[src/rtl/utx_pkg.sv]
package utx_pkg;
  typedef enum logic {TX_IDLE, TX_SEND} tx_state_e;
  localparam bit PAR_EVEN = 1'b0;
  localparam bit PAR_ODD  = 1'b1;
endpackage

[src/rtl/utx_parity.sv]
module utx_parity #(
  parameter int unsigned DATA_W   = 8,
  parameter bit          PAR_TYPE = utx_pkg::PAR_EVEN
) (
  input  logic [DATA_W-1:0] data_i,
  output logic              par_o
);
  if (PAR_TYPE == utx_pkg::PAR_ODD) begin : g_odd
    assign par_o = ~^data_i;
  end else begin : g_even
    assign par_o = ^data_i;
  end
endmodule

[src/rtl/utx_shifter.sv]
module utx_shifter #(
  parameter int unsigned FRAME_W = 11
) (
  input  logic               clk_i,
  input  logic               rst_ni,
  input  logic               load_i,
  input  logic [FRAME_W-1:0] frame_i,
  input  logic               shift_i,
  output logic               ser_o
);
  logic [FRAME_W-1:0] sreg_q;

  // idle content is all ones; ones fill in behind the stop bit
  always_ff @(posedge clk_i or negedge rst_ni) begin
    if (!rst_ni)      sreg_q <= '1;
    else if (load_i)  sreg_q <= frame_i;
    else if (shift_i) sreg_q <= {1'b1, sreg_q[FRAME_W-1:1]};
  end

  assign ser_o = sreg_q[0];
endmodule

[src/rtl/utx_seq.sv]
module utx_seq #(
  parameter int unsigned N_BITS = 11
) (
  input  logic clk_i,
  input  logic rst_ni,
  input  logic start_i,
  input  logic tick_i,
  output logic load_o,
  output logic shift_o,
  output logic busy_o
);
  import utx_pkg::*;
  localparam int unsigned CW = $clog2(N_BITS + 1);

  tx_state_e      state_q;
  logic [CW-1:0]  cnt_q;

  assign busy_o  = (state_q == TX_SEND);
  assign load_o  = (state_q == TX_IDLE) && start_i;
  assign shift_o = busy_o && tick_i;

  always_ff @(posedge clk_i or negedge rst_ni) begin
    if (!rst_ni) begin
      state_q <= TX_IDLE;
      cnt_q   <= '0;
    end else if (load_o) begin
      state_q <= TX_SEND;
      cnt_q   <= '0;
    end else if (shift_o) begin
      // last tick ends the stop bit period
      if (cnt_q == CW'(N_BITS - 1)) begin
        state_q <= TX_IDLE;
        cnt_q   <= '0;
      end else begin
        cnt_q <= cnt_q + 1'b1;
      end
    end
  end
endmodule

[src/rtl/uart_frame_tx.sv]
module uart_frame_tx #(
  parameter int unsigned DATA_W   = 8,
  parameter bit          PAR_EN   = 1'b1,
  parameter bit          PAR_TYPE = utx_pkg::PAR_EVEN
) (
  input  logic              clk_i,
  input  logic              rst_ni,
  input  logic              start_i,
  input  logic [DATA_W-1:0] data_i,
  input  logic              tick_i,
  output logic              txd_o,
  output logic              busy_o
);
  localparam int unsigned NB = DATA_W + int'(PAR_EN) + 2;

  logic [NB-1:0] frame;
  logic          load, shift;

  if (PAR_EN) begin : g_par
    logic par;
    utx_parity #(.DATA_W(DATA_W), .PAR_TYPE(PAR_TYPE)) u_par (
      .data_i(data_i), .par_o(par)
    );
    assign frame = {1'b1, par, data_i, 1'b0};
  end else begin : g_nopar
    assign frame = {1'b1, data_i, 1'b0};
  end

  utx_seq #(.N_BITS(NB)) u_seq (
    .clk_i(clk_i), .rst_ni(rst_ni), .start_i(start_i), .tick_i(tick_i),
    .load_o(load), .shift_o(shift), .busy_o(busy_o)
  );

  utx_shifter #(.FRAME_W(NB)) u_shift (
    .clk_i(clk_i), .rst_ni(rst_ni), .load_i(load), .frame_i(frame),
    .shift_i(shift), .ser_o(txd_o)
  );
endmodule

[config.mk]
export PLATFORM = sky130hd
export DESIGN_NAME = uart_frame_tx
export DESIGN_NICKNAME = d
export VERILOG_FILES = /design/src/rtl/utx_pkg.sv /design/src/rtl/utx_parity.sv /design/src/rtl/utx_shifter.sv /design/src/rtl/utx_seq.sv /design/src/rtl/uart_frame_tx.sv
export SDC_FILE = /design/constraint.sdc
export NUM_CORES = 1
export LEC_CHECK = 0
export BUFFER_PORTS_ARGS = -buffer_cell sky130_fd_sc_hd__buf_2
export CAP_MARGIN = 40
export CORE_MARGIN = 2
export CORE_UTILIZATION = 45
export DETAILED_ROUTE_END_ITERATION = 7
export PLACE_DENSITY = 0.66
export SYNTH_ARGS = -nofsm -noshare
export SYNTH_HDL_FRONTEND = slang
export SYNTH_SLANG_ARGS = --single-unit
[constraint.sdc]
create_clock -name clk_i -period 1.9 [get_ports clk_i]
set_clock_uncertainty 0.05 [all_clocks]
set_input_delay 0.095 -clock clk_i [delete_from_list [all_inputs] [get_ports clk_i]]
set_output_delay 0.095 -clock clk_i [all_outputs]
set_load 0.05 [all_outputs]
==> metrics.txt, run 1 <==
wire length of the first global-routing pass=2680 um; detailed router's first-iteration violation count=28; fraction of the cycle the final worst path needs=0.778; die area=2140 um^2; Final Max Tran Viols=0; worst-case hold slack=0.0644 ns; count of mapped cells out of synthesis=79; beginning of the worst register-to-register path=u_seq.cnt_q[0]; Post-Syn Area=803 um^2; internal power=0.756 mW; WL/cell=13.1 um; maximum clock insertion buffer count=2; number of global-route vias before repair=611; CP Launch Type=flip-flop; maxcap violations=0; count of vias placed by the detailed router=654; highest clock rate=677 MHz; clock network fraction of total power=0.147; Global Route Usage Sum=0.179; source-to-sink clock delay at the later pin of the worst-skew pair=0.28 ns; TritonCTS buffer count=3; core area=1710 um^2; maximum number of pins on one net before global-route repair=16; antenna-violating nets left=0; Detailed Place HPWL=1170 um; initial antenna violation count=0; kind of capture point of the worst setup path=flip-flop; initial core utilization=0.470; setup repair after global routing missed its margin=false; Critical Path AT=1.63 ns; part of the power in registers=0.486; Yosys cell types=28; clock root buffer master=sky130_fd_sc_hd__clkbuf_4; share of total power consumed by net switching=0.381; Final Critical Period=1.48 ns; number of placement rows=15; Pre-Repair DR Iteration Count=4; Die Span X=46.3 um; Comb pwr share=0.367; cell depth of the worst flop-to-flop path=5; yosys synthesis warning count=0; run status=complete, no violations; endpoints failing setup=0; Max FO, Critical Path=5; layout cell share with drive strength beyond 1=0.302; total power divided by cell area=1310 nW/um^2; TritonCTS sink count=15; global-route met3 utilization=0.0353; worst setup path category=reg -> reg; number of cells on the worst hold path=3; final estimated routing congestion in global placement=0.747; CTS tree=yes; slack of the worst reg-to-reg path=0.42 ns; Tightest Pin Transition=0.504 ns; DR vias/cell=5.40; met1 track demand over resource=0.244; clock-pin slew on the worst setup and hold paths=0.09 ns; I/O pin total=14; average cell area after synthesis=10.2 um^2; required time worst endpoint=2.06 ns; total wirelength of the detailed-routed design=1590 um; sw power=0.466 mW; met2 Usage GRT=0.278; number of H-tree branching levels=1; Max IR drop VDD=0.521 mV; Endpoint, Worst Hold=u_shift.sreg_q[3]; count of port buffers added during placement=13; static leakage power=0.379 nW; Reg2Reg Capture Point=u_seq.cnt_q[0]; GRT Residual Overflow=0; area added between synthesis and finish=15.9%; count of endpoints failing hold in the final timing report=0; origin of the worst min-delay path=data_i[2]; drc violations=0; worst hold-check path type=in -> reg; Synth Register Bits=15; number of post-CTS setup repair buffers=0; launching element of the worst setup path=u_seq.cnt_q[0]; Diodes inserted=0; height of the die=46.3 um; number of nets in the layout=111; synthesized net count=93; worst slew margin relative to its limit=0.663; routing layer with the top usage in global route=met2; total negative slack for setup checks=0 ns; sequential area share after synthesis=0.483
## cells by family (layout without fill, tap and decap cells)
| group | after synthesis | count (layout) | synth area share |
|---|---|---|---|
| simple gates | 26 | 26 | 0.165 |
| compound gates | 22 | 22 | 0.173 |
| buf+inv | 3 | 20 | 0.0202 |
| mux | 4 | 4 | 0.0514 |
| xor+xnor | 7 | 7 | 0.0763 |
| fa+ha+maj | 2 | 2 | 0.0311 |
| flops | 15 | 15 | 0.483 |
## critical path, stage by stage (launching register included)
cell,delay [ns]
sky130_fd_sc_hd__dfrtp_1,0.42
sky130_fd_sc_hd__inv_1,0.08
sky130_fd_sc_hd__ha_1,0.21
sky130_fd_sc_hd__and3b_1,0.23
sky130_fd_sc_hd__or3_1,0.35
sky130_fd_sc_hd__o21ai_0,0.07
## metal layers
metal,wire [um],vias to the layer above
met5,0,-
met4,14,0
met3,57,2
met2,763,14
met1,754,319
li1,-,319
## through the flow
stage | util | std cells | power [mW] | setup WS [ns] | area [um^2]
3_3_place_gp | 0.524 | 116 | 1.03 | 0.525 | 895
6_report | 0.545 | 121 | 1.22 | 0.422 | 931
3_5_place_dp | 0.524 | 116 | 1.05 | 0.454 | 895
4_1_cts | 0.545 | 121 | 1.23 | 0.429 | 931
2_1_floorplan | - | 79 | 0.919 | 0.467 | 803
5_1_grt | 0.545 | 121 | 1.31 | 0.372 | 931
## area by class of cell
type | instances | area, um^2
multi-input cells | 61 | 399
well taps | 25 | 31.3
clock buffers | 4 | 26.3
fillers | 163 | 777
flip-flops and latches | 15 | 388
inverters | 1 | 3.75
repair buffers | 15 | 82.6
## power by group through the flow
stage,Sequential [mW],Combinational (mW),Clock (mW)
floorplan,0.620,0.299,0
global placement,0.590,0.438,0
detailed placement,0.598,0.451,0
CTS,0.592,0.455,0.184
global route,0.609,0.501,0.202
finish,0.594,0.449,0.179
## sequential cells by signal (all words and copies together), names as in the netlist
name            cells
u_shift.sreg_q     10
u_seq.cnt_q         4
u_seq.busy_o        1
## cells in the mapped netlist
cell type	number	area, um^2
sky130_fd_sc_hd__a211oi_1	3	22.5
sky130_fd_sc_hd__a21boi_0	1	7.51
sky130_fd_sc_hd__a21oi_1	3	15.0
sky130_fd_sc_hd__a22o_1	1	8.76
sky130_fd_sc_hd__a31oi_1	2	12.5
sky130_fd_sc_hd__and3b_1	1	8.76
sky130_fd_sc_hd__buf_2	1	5.00
sky130_fd_sc_hd__buf_4	1	7.51
sky130_fd_sc_hd__dfrtp_1	5	125
sky130_fd_sc_hd__dfstp_2	10	263
sky130_fd_sc_hd__ha_1	2	25.0
sky130_fd_sc_hd__inv_1	1	3.75
sky130_fd_sc_hd__mux2_2	1	11.3
sky130_fd_sc_hd__mux2i_1	3	30.0
sky130_fd_sc_hd__nand2_1	2	7.51
sky130_fd_sc_hd__nand2b_1	1	6.26
sky130_fd_sc_hd__nand3_1	2	10.0
sky130_fd_sc_hd__nand4_1	2	12.5
sky130_fd_sc_hd__nor2_1	12	45.0
sky130_fd_sc_hd__nor2_4	1	11.3
sky130_fd_sc_hd__nor2b_1	4	25.0
sky130_fd_sc_hd__o21ai_0	5	25.0
sky130_fd_sc_hd__o22a_1	1	8.76
sky130_fd_sc_hd__o22ai_1	5	31.3
sky130_fd_sc_hd__o31ai_1	1	7.51
sky130_fd_sc_hd__or3_1	1	6.26
sky130_fd_sc_hd__xnor2_1	6	52.6
sky130_fd_sc_hd__xor2_1	1	8.76
## placed cells by master, fill, tap and decap left out, types with 3 or more instances in the layout
cell type,n
sky130_fd_sc_hd__a211oi_1,3
sky130_fd_sc_hd__mux2i_1,3
sky130_fd_sc_hd__nor2_1,12
sky130_fd_sc_hd__xnor2_1,6
sky130_fd_sc_hd__nor2b_1,4
sky130_fd_sc_hd__clkbuf_4,3
sky130_fd_sc_hd__dfstp_2,10
sky130_fd_sc_hd__a21oi_1,3
sky130_fd_sc_hd__dfrtp_1,5
sky130_fd_sc_hd__o22ai_1,5
sky130_fd_sc_hd__buf_2,13
sky130_fd_sc_hd__o21ai_0,5
## worst max-delay path by stage
stage	endpoint	slack, ns	cells past startpoint
5_1_grt	u_seq.cnt_q[0]	0.37	5
2_1_floorplan	u_seq.cnt_q[0]	0.47	3
3_5_place_dp	u_seq.cnt_q[0]	0.45	5
4_1_cts	u_seq.cnt_q[0]	0.43	5
3_3_place_gp	u_seq.cnt_q[0]	0.52	5
6_report	u_seq.cnt_q[0]	0.42	5
## timing repair
action | in CTS | in global routing
endpoints found under the hold margin | 15 | 0
gates resized for setup | 0 | 0
hold buffers | 1 | 0
Power figures use the tool's default switching activity.
==> inputs of run 2 (changes only) <==
==> constraint.sdc (replaced) <==
create_clock -name clk_i -period 1.4 [get_ports clk_i]
set_clock_uncertainty 0.05 [all_clocks]
set_input_delay 0.07 -clock clk_i [delete_from_list [all_inputs] [get_ports clk_i]]
set_output_delay 0.07 -clock clk_i [all_outputs]
set_load 0.05 [all_outputs]
==> run 2 against run 1 <==
  * Sequential power increased by 33%
  * Highest routed layer is now met3
  * Setup slack got worse by 0.38 ns
  * Die area unchanged
  * Clock-buffer cell count decreased by 1
==> metrics.txt, run 2 (synthesized netlist as in run 1, its figures left out) <==
run status=complete, no violations (unchanged); DR vias/cell=5.02 (was 5.40); detailed router's first-iteration violation count=8 (was 28); count of port buffers added during placement=13 (unchanged); Final Critical Period=1.35 ns (was 1.48 ns); Detailed Place HPWL=1100 um (was 1170 um); endpoints failing setup=0 (unchanged); number of post-CTS setup repair buffers=0 (unchanged); layout cell share with drive strength beyond 1=0.374 (was 0.302); cell with the largest stage delay on the worst path=sky130_fd_sc_hd__dfrtp_1 (unchanged); kind of capture point of the worst setup path=flip-flop (unchanged); total power divided by cell area=1820 nW/um^2 (was 1310 nW/um^2); most frequent standard cell in the layout excluding fill and tap cells=sky130_fd_sc_hd__buf_2 (unchanged); Die Span X=46.3 um (unchanged); Tightest Pin Transition=0.421 ns (was 0.504 ns); Max IR drop VDD=0.844 mV (was 0.521 mV); worst-case hold slack=0.0309 ns (was 0.0644 ns); maxcap violations=0 (unchanged); I/O pin total=14 (unchanged); Final Max Tran Viols=0 (unchanged); setup repair after global routing missed its margin=false (unchanged); drc violations=0 (unchanged); number of nets in the layout=114 (was 111); cells traversed along the worst timing path=ha_4 -> and3b_2 -> or3_1 -> o21ai_1 (was inv_1 -> ha_1 -> and3b_1 -> or3_1 -> o21ai_0); worst setup path category=reg -> reg (unchanged); CP Launch Type=flip-flop (unchanged); fraction of the core area covered by cells at the end of the flow=0.568 (was 0.545); worst slew margin relative to its limit=0.718 (was 0.663); instance count after placement with tap cells included=119 (was 116); worst hold-check path type=in -> reg (unchanged); Largest register FFs=10 (unchanged); source-to-sink clock delay at the later pin of the worst-skew pair=0.28 ns (about the same); initial core utilization=0.470 (unchanged); core area=1710 um^2 (unchanged); static leakage power=0.394 nW (was 0.379 nW); initial antenna violation count=0 (unchanged); kind of cell with the highest combined delay on the critical path=simple AND/OR/NAND/NOR gates (unchanged); Pre-Repair DR Iteration Count=4 (unchanged); Diodes inserted=0 (unchanged); slack of the worst reg-to-reg path=0.05 ns (was 0.42 ns); area added between synthesis and finish=20.7% (was 15.9%); clock network fraction of total power=0.142 (was 0.147); highest clock rate=739 MHz (was 677 MHz); Worst Slack Setup Final=0.0471 ns (was 0.422 ns); Critical Path AT=1.52 ns (was 1.63 ns); number of global-route vias before repair=612 (was 611); height of the die=46.3 um (unchanged); WL/cell=12.3 um (was 13.1 um); share of total power consumed by net switching=0.383 (was 0.381); number of placement rows=15 (unchanged); maximum number of pins on one net before global-route repair=16 (unchanged); TritonCTS buffer count=3 (unchanged); final instance count without filler cells=124 (was 121); total wirelength of the detailed-routed design=1520 um (was 1590 um); part of the power in registers=0.445 (was 0.486); die area=2140 um^2 (unchanged); Comb pwr share=0.412 (was 0.367); Global Route Usage Sum=0.174 (was 0.179); Place WS=0.0555 ns (was 0.454 ns); Max FO, Critical Path=4 (was 5); clock-pin slew on the worst setup and hold paths=0.10 ns (was 0.09 ns); TritonCTS sink count=15 (unchanged); count of endpoints failing hold in the final timing report=0 (unchanged); Top reg by flops=u_shift.sreg_q (unchanged); most frequent cells in the layout=sky130_fd_sc_hd__buf_2 (13), sky130_fd_sc_hd__nor2_1 (12), sky130_fd_sc_hd__dfstp_2 (10) (unchanged); GRT Residual Overflow=0 (unchanged); total negative slack for setup checks=0 ns (unchanged); clock root buffer master=sky130_fd_sc_hd__clkbuf_4 (unchanged); CTS tree=yes (unchanged); slowest stage delay, CP=0.42 ns (about the same); antenna-violating nets left=0 (unchanged); CP bufs+invs=0 (was 1); count of vias placed by the detailed router=622 (was 654); fraction of the cycle the final worst path needs=0.966 (was 0.778); wire length of the first global-routing pass=2610 um (was 2680 um); required time worst endpoint=1.57 ns (was 2.06 ns); maximum clock insertion buffer count=2 (unchanged); sw power=0.677 mW (was 0.466 mW); internal power=1.09 mW (was 0.756 mW); final estimated routing congestion in global placement=0.776 (was 0.747); number of H-tree branching levels=1 (unchanged)
-- run 2: cell count changes in the layout (fill, tap and decap cells not counted) --
cell / delta
sky130_fd_sc_hd__buf_4: +3
sky130_fd_sc_hd__and3b_1: -1
sky130_fd_sc_hd__and3b_2: +1
sky130_fd_sc_hd__clkbuf_1: -1
sky130_fd_sc_hd__clkinv_2: +1
sky130_fd_sc_hd__dfrtp_1: -1
sky130_fd_sc_hd__dfrtp_2: +1
sky130_fd_sc_hd__ha_1: -1
sky130_fd_sc_hd__ha_4: +1
sky130_fd_sc_hd__inv_1: -1
sky130_fd_sc_hd__inv_2: +1
sky130_fd_sc_hd__o21ai_0: -1
sky130_fd_sc_hd__o21ai_1: +1
-- run 2: path summary, 6_finish.rpt --
| check | end | cells past startpoint | from |
|---|---|---|---|
| min reg2reg | u_shift.sreg_q[2] | 2 | u_shift.sreg_q[2] |
| max | u_seq.cnt_q[0] | 4 | u_seq.cnt_q[1] |
| min in group asynchronous | u_seq.cnt_q[0] | 2 | rst_ni |
| max in group asynchronous | u_shift.sreg_q[5] | 2 | rst_ni |
| min | u_shift.sreg_q[1] | 3 | data_i[0] |
| max reg2reg | u_seq.cnt_q[0] | 4 | u_seq.cnt_q[1] |
-- run 2: layout make-up --
| class | count | area, um^2 |
|---|---|---|
| fillers | 162 | 738 |
| flip-flops and latches | 15 | 389 |
| clock buffers | 3 | 22.5 |
| clock inverters | 1 | 5.00 |
| inverters | 1 | 3.75 |
| repair buffers | 18 | 105 |
| well taps | 25 | 31.3 |
| multi-input cells | 61 | 413 |
-- run 2: layer usage --
metal	wire (um)	part of all wire	GRT usage
met2	706	0.46	0.250
met1	761	0.50	0.251
met3	56	0.037	0.0314
met5	0	0	0
met4	0	0	0.0800
-- run 2: worst reg2reg max path: cells and delay by family, from the launching register on --
kind	cells	cell delay, ns
simple gates	2	0.57
flops	1	0.42
compound gates	1	0.07
fa+ha+maj	1	0.17
-- run 2: metrics by stage --
step                      power (mW)  area (um^2)
after CTS                       1.73          956
after global placement          1.46          918
after floorplan                 1.25          805
after global routing            1.90          970
after detailed placement        1.47          918
final                           1.77          970
-- run 2: what timing repair did --
action | 4_1_cts | 5_1_grt
resized for setup | 0 | 5
hold endpoints to repair | 15 | 0
hold buffers | 1 | 0
endpoints found under the setup margin | 0 | 1
-- run 2: power groups by stage --
stage	combinational [mW]	sequential [mW]	clock, mW
6_report	0.730	0.788	0.252
5_1_grt	0.812	0.817	0.275
4_1_cts	0.689	0.780	0.261
3_5_place_dp	0.683	0.787	0
3_3_place_gp	0.673	0.784	0
2_1_floorplan	0.406	0.844	0
==> inputs of run 3 (changes only) <==
--- a/config.mk
+++ b/config.mk
@@ -13,4 +13,5 @@
 export PLACE_DENSITY = 0.66
 export SYNTH_ARGS = -nofsm -noshare
 export SYNTH_HDL_FRONTEND = slang
+export SYNTH_HIERARCHICAL = 1
 export SYNTH_SLANG_ARGS = --single-unit
==> run 3 against run 2 <==
  * Critical path depth grew 1
  * First-iteration DRC count stayed put
  * Wire length grew 3.0%
  * Final cell count increased by 10%
  * Sequential power is 23% higher
  * Power is 21% higher
  * Combinational power rose by 18%
  * Non-clock buffer count is 7 higher
  * Clock-buffer cell count up 1
  * Setup slack improved by 0.048 ns
==> metrics.txt, run 3 <==
CP bufs+invs=1 (was 0); count of endpoints failing hold in the final timing report=0 (unchanged); fraction of the core area covered by cells at the end of the flow=0.633 (was 0.568); endpoints failing setup=0 (unchanged); wire length of the first global-routing pass=2620 um (was 2610 um); cell depth of the worst flop-to-flop path=5 (was 4); xor-xnor portion of the synthesized cell area=0.0708 (was 0.0763); worst hold-check path type=in -> reg (unchanged); top cell type's share of synthesized area=0.334 (was 0.327); leading post-synthesis cells by cell area=sky130_fd_sc_hd__dfstp_2 (33%), sky130_fd_sc_hd__dfrtp_1 (14%), sky130_fd_sc_hd__mux2i_1 (13%) (was sky130_fd_sc_hd__dfstp_2 (33%), sky130_fd_sc_hd__dfrtp_1 (16%), sky130_fd_sc_hd__xnor2_1 (6.5%)); number of cells on the worst hold path=3 (unchanged); kind of capture point of the worst setup path=flip-flop (unchanged); total negative slack for setup checks=0 ns (unchanged); initial antenna violation count=0 (unchanged); Diodes inserted=0 (unchanged); launching element of the worst setup path=u_seq/cnt_q[0] (was u_seq.cnt_q[1]); overall power consumption=2.14 mW (was 1.77 mW); number of nets in the layout=127 (was 114); Final Critical Period=1.30 ns (was 1.35 ns); maximum clock insertion buffer count=2 (unchanged); Filler Cells Inserted=161 (was 162); Max FO, Critical Path=4 (unchanged); synthesized net count=100 (was 93); fraction of the cycle the final worst path needs=0.932 (was 0.966); global-route met3 utilization=0.0340 (was 0.0314); share of async-settable or async-resettable flops after synthesis=1.00 (unchanged); Reg2Reg Capture Point=u_seq/busy_o (was u_seq.cnt_q[0]); met1 track demand over resource=0.211 (was 0.251); Global Route Usage Sum=0.167 (was 0.174); maximum number of pins on one net before global-route repair=25 (was 16); most frequent cells in the layout=sky130_fd_sc_hd__buf_2 (13), sky130_fd_sc_hd__nand2_1 (12), sky130_fd_sc_hd__mux2i_1 (11), sky130_fd_sc_hd__dfstp_2 (11) (was sky130_fd_sc_hd__buf_2 (13), sky130_fd_sc_hd__nor2_1 (12), sky130_fd_sc_hd__dfstp_2 (10)); number of global-route vias before repair=641 (was 612); DR vias/cell=5.01 (was 5.02); slowest stage delay, CP=0.42 ns (about the same); drc violations=0 (unchanged); Top reg by flops=u_shift/sreg_q (was u_shift.sreg_q); leading post-synthesis cells by instance count=sky130_fd_sc_hd__nand2_1 (12), sky130_fd_sc_hd__dfstp_2 (11), sky130_fd_sc_hd__mux2i_1 (11) (was sky130_fd_sc_hd__nor2_1 (12), sky130_fd_sc_hd__dfstp_2 (10), sky130_fd_sc_hd__xnor2_1 (6)); count of vias placed by the detailed router=686 (was 622); initial core utilization=0.491 (was 0.470); TritonCTS buffer count=3 (unchanged); yosys synthesis warning count=6 (was 0); Die Span X=47.9 um (was 46.3 um); maxcap violations=0 (unchanged); detailed router's first-iteration violation count=8 (unchanged); number of H-tree branching levels=1 (unchanged); source-to-sink clock delay at the later pin of the worst-skew pair=0.29 ns (was 0.28 ns); TritonCTS sink count=16 (was 15); Yosys cell types=25 (was 28); count of port buffers added during placement=13 (unchanged); Critical Path AT=1.44 ns (was 1.52 ns); cell with the largest stage delay on the worst path=sky130_fd_sc_hd__dfrtp_1 (unchanged); setup repair after global routing missed its margin=false (unchanged); kind of cell with the highest combined delay on the critical path=flip-flops (was simple AND/OR/NAND/NOR gates); most frequent standard cell in the layout excluding fill and tap cells=sky130_fd_sc_hd__buf_2 (unchanged); antenna-violating nets left=0 (unchanged); clock-pin slew on the worst setup and hold paths=0.10 ns (about the same); Post-Syn Area=866 um^2 (was 803 um^2); Max IR drop VDD=1.03 mV (was 0.844 mV); height of the die=47.9 um (was 46.3 um); highest clock rate=767 MHz (was 739 MHz); count of mapped cells out of synthesis=86 (was 79); total wirelength of the detailed-routed design=1570 um (was 1520 um); run status=complete, no violations (unchanged); routing layer with the top usage in global route=met2 (was met1); met2 Usage GRT=0.264 (was 0.250); synthesized-area fraction occupied by and/or/nand/nor cells=0.146 (was 0.165); total power divided by cell area=1920 nW/um^2 (was 1820 nW/um^2); core area=1760 um^2 (was 1710 um^2); origin of the worst min-delay path=tick_i (was data_i[0]); I/O pin total=14 (unchanged); Endpoint, Worst Hold=u_seq/busy_o (was u_shift.sreg_q[1]); CP Launch Type=flip-flop (unchanged); required time worst endpoint=1.54 ns (was 1.57 ns); Final Max Tran Viols=0 (unchanged); Synth Register Bits=16 (was 15); beginning of the worst register-to-register path=u_seq/cnt_q[0] (was u_seq.cnt_q[1]); average cell area after synthesis=10.1 um^2 (was 10.2 um^2); Pre-Repair DR Iteration Count=4 (unchanged); static leakage power=0.491 nW (was 0.394 nW); die area=2290 um^2 (was 2140 um^2); clock root buffer master=sky130_fd_sc_hd__clkbuf_4 (unchanged); combinational family with the most area after synthesis=simple AND/OR/NAND/NOR gates (was compound AO/OA/AOI/OAI gates); layout cell share with drive strength beyond 1=0.313 (was 0.374); Post-synth EDFFs=0 (unchanged); sequential area share after synthesis=0.478 (was 0.483); Place WS=0.0941 ns (was 0.0555 ns); Synth area leader=sky130_fd_sc_hd__dfstp_2 (unchanged); worst setup path category=reg -> reg (unchanged); multiplexer fraction of the synthesized cell area=0.127 (was 0.0514); dominant synthesized flop cell=sky130_fd_sc_hd__dfstp_2 (unchanged); Synth Area in Compound Gates=0.103 (was 0.173); most numerous cell in the Yosys netlist=sky130_fd_sc_hd__nand2_1 (was sky130_fd_sc_hd__nor2_1); Worst Slack Setup Final=0.0956 ns (was 0.0471 ns); number of placement rows=15 (unchanged); share of synthesized cell area in full adder, half adder and majority cells=0.0289 (was 0.0312); area added between synthesis and finish=28.9% (was 20.7%); Detailed Place HPWL=1050 um (was 1100 um); WL/cell=11.5 um (was 12.3 um); cells traversed along the worst timing path=inv_1 -> ha_1 -> and3b_1 -> nand2_1 -> a21o_2 (was ha_4 -> and3b_2 -> or3_1 -> o21ai_1); slack of the worst reg-to-reg path=0.1 ns (was 0.05 ns); Largest register FFs=11 (was 10); GRT Residual Overflow=0 (unchanged); final estimated routing congestion in global placement=0.820 (was 0.776); CTS tree=yes (unchanged)
-- run 3: cell count changes in the layout (fill, tap and decap cells not counted), moves of 3 or more --
cell                            delta
sky130_fd_sc_hd__nand3_1           +3
sky130_fd_sc_hd__nor2_1            -9
sky130_fd_sc_hd__mux2i_1           +8
sky130_fd_sc_hd__dlygate4sd3_1     +8
sky130_fd_sc_hd__nand2_1          +10
sky130_fd_sc_hd__a211oi_1          -3
sky130_fd_sc_hd__nor2b_1           -3
sky130_fd_sc_hd__inv_1             +3
sky130_fd_sc_hd__buf_4             -3
sky130_fd_sc_hd__o21ai_1           +8
sky130_fd_sc_hd__o22ai_1           -5
-- run 3: routing by layer --
metal  vias to the layer above  share of wire
met5                         -              0
met3                         2          0.027
met2                         9           0.48
met4                         0         0.0076
li1                        342              -
met1                       333           0.49
-- run 3: metrics by stage --
stage / instances / area [um^2] / hold WS, ns
5_1_grt: 137 / 1120 / 0.0593
3_3_place_gp: 123 / 982 / -0.0503
6_report: 137 / 1120 / 0.0445
3_5_place_dp: 123 / 982 / -0.0456
2_1_floorplan: 86 / 867 / -0.276
4_1_cts: 136 / 1110 / 0.0403
-- run 3: cell type report --
cell class              count  area (um^2)  area share
multi-input cells          64          419       0.376
flip-flops and latches     16          415       0.372
repair buffers             25          203       0.182
clock buffers               4         36.3      0.0325
well taps                  25         31.3      0.0280
inverters                   3         11.3      0.0101
-- run 3: repair_timing --
item                       4_1_cts  5_1_grt
setup endpoints to repair        0        1
hold buffers                     9        0
hold endpoints to repair        24        0
setup buffers                    0        1
resized for setup                0        0
-- run 3: worst max path at each step --
stage	end	cells past startpoint
3_5_place_dp	u_seq/busy_o	5
5_1_grt	u_seq/busy_o	5
6_report	u_seq/busy_o	5
3_3_place_gp	u_seq/busy_o	5
2_1_floorplan	u_shift/sreg_q[0]	5
4_1_cts	u_seq/busy_o	5
-- run 3: tightest hold or removal path: cells and delay by family --
family	cells	cell delay, ns
simple gates	1	0.05
compound gates	1	0.11
buf+inv	1	0.12
-- run 3: power breakdown --
| group | total [mW] | internal, mW | switching [mW] |
|---|---|---|---|
| clock | 0.314 | 0.158 | 0.155 |
| combinational | 0.860 | 0.407 | 0.453 |
| sequential | 0.969 | 0.804 | 0.165 |
-- run 3: cell families (layout without fill, tap and decap cells) --
group	count (synthesis)	after routing
and+or+nand+nor	26	26
buffers and inverters	6	32
muxes	11	11
adders and majority gates	2	2
DFF	16	16
AOI/OAI and AO/OA	16	16
other	2	2
xor gates and xnor gates	7	7
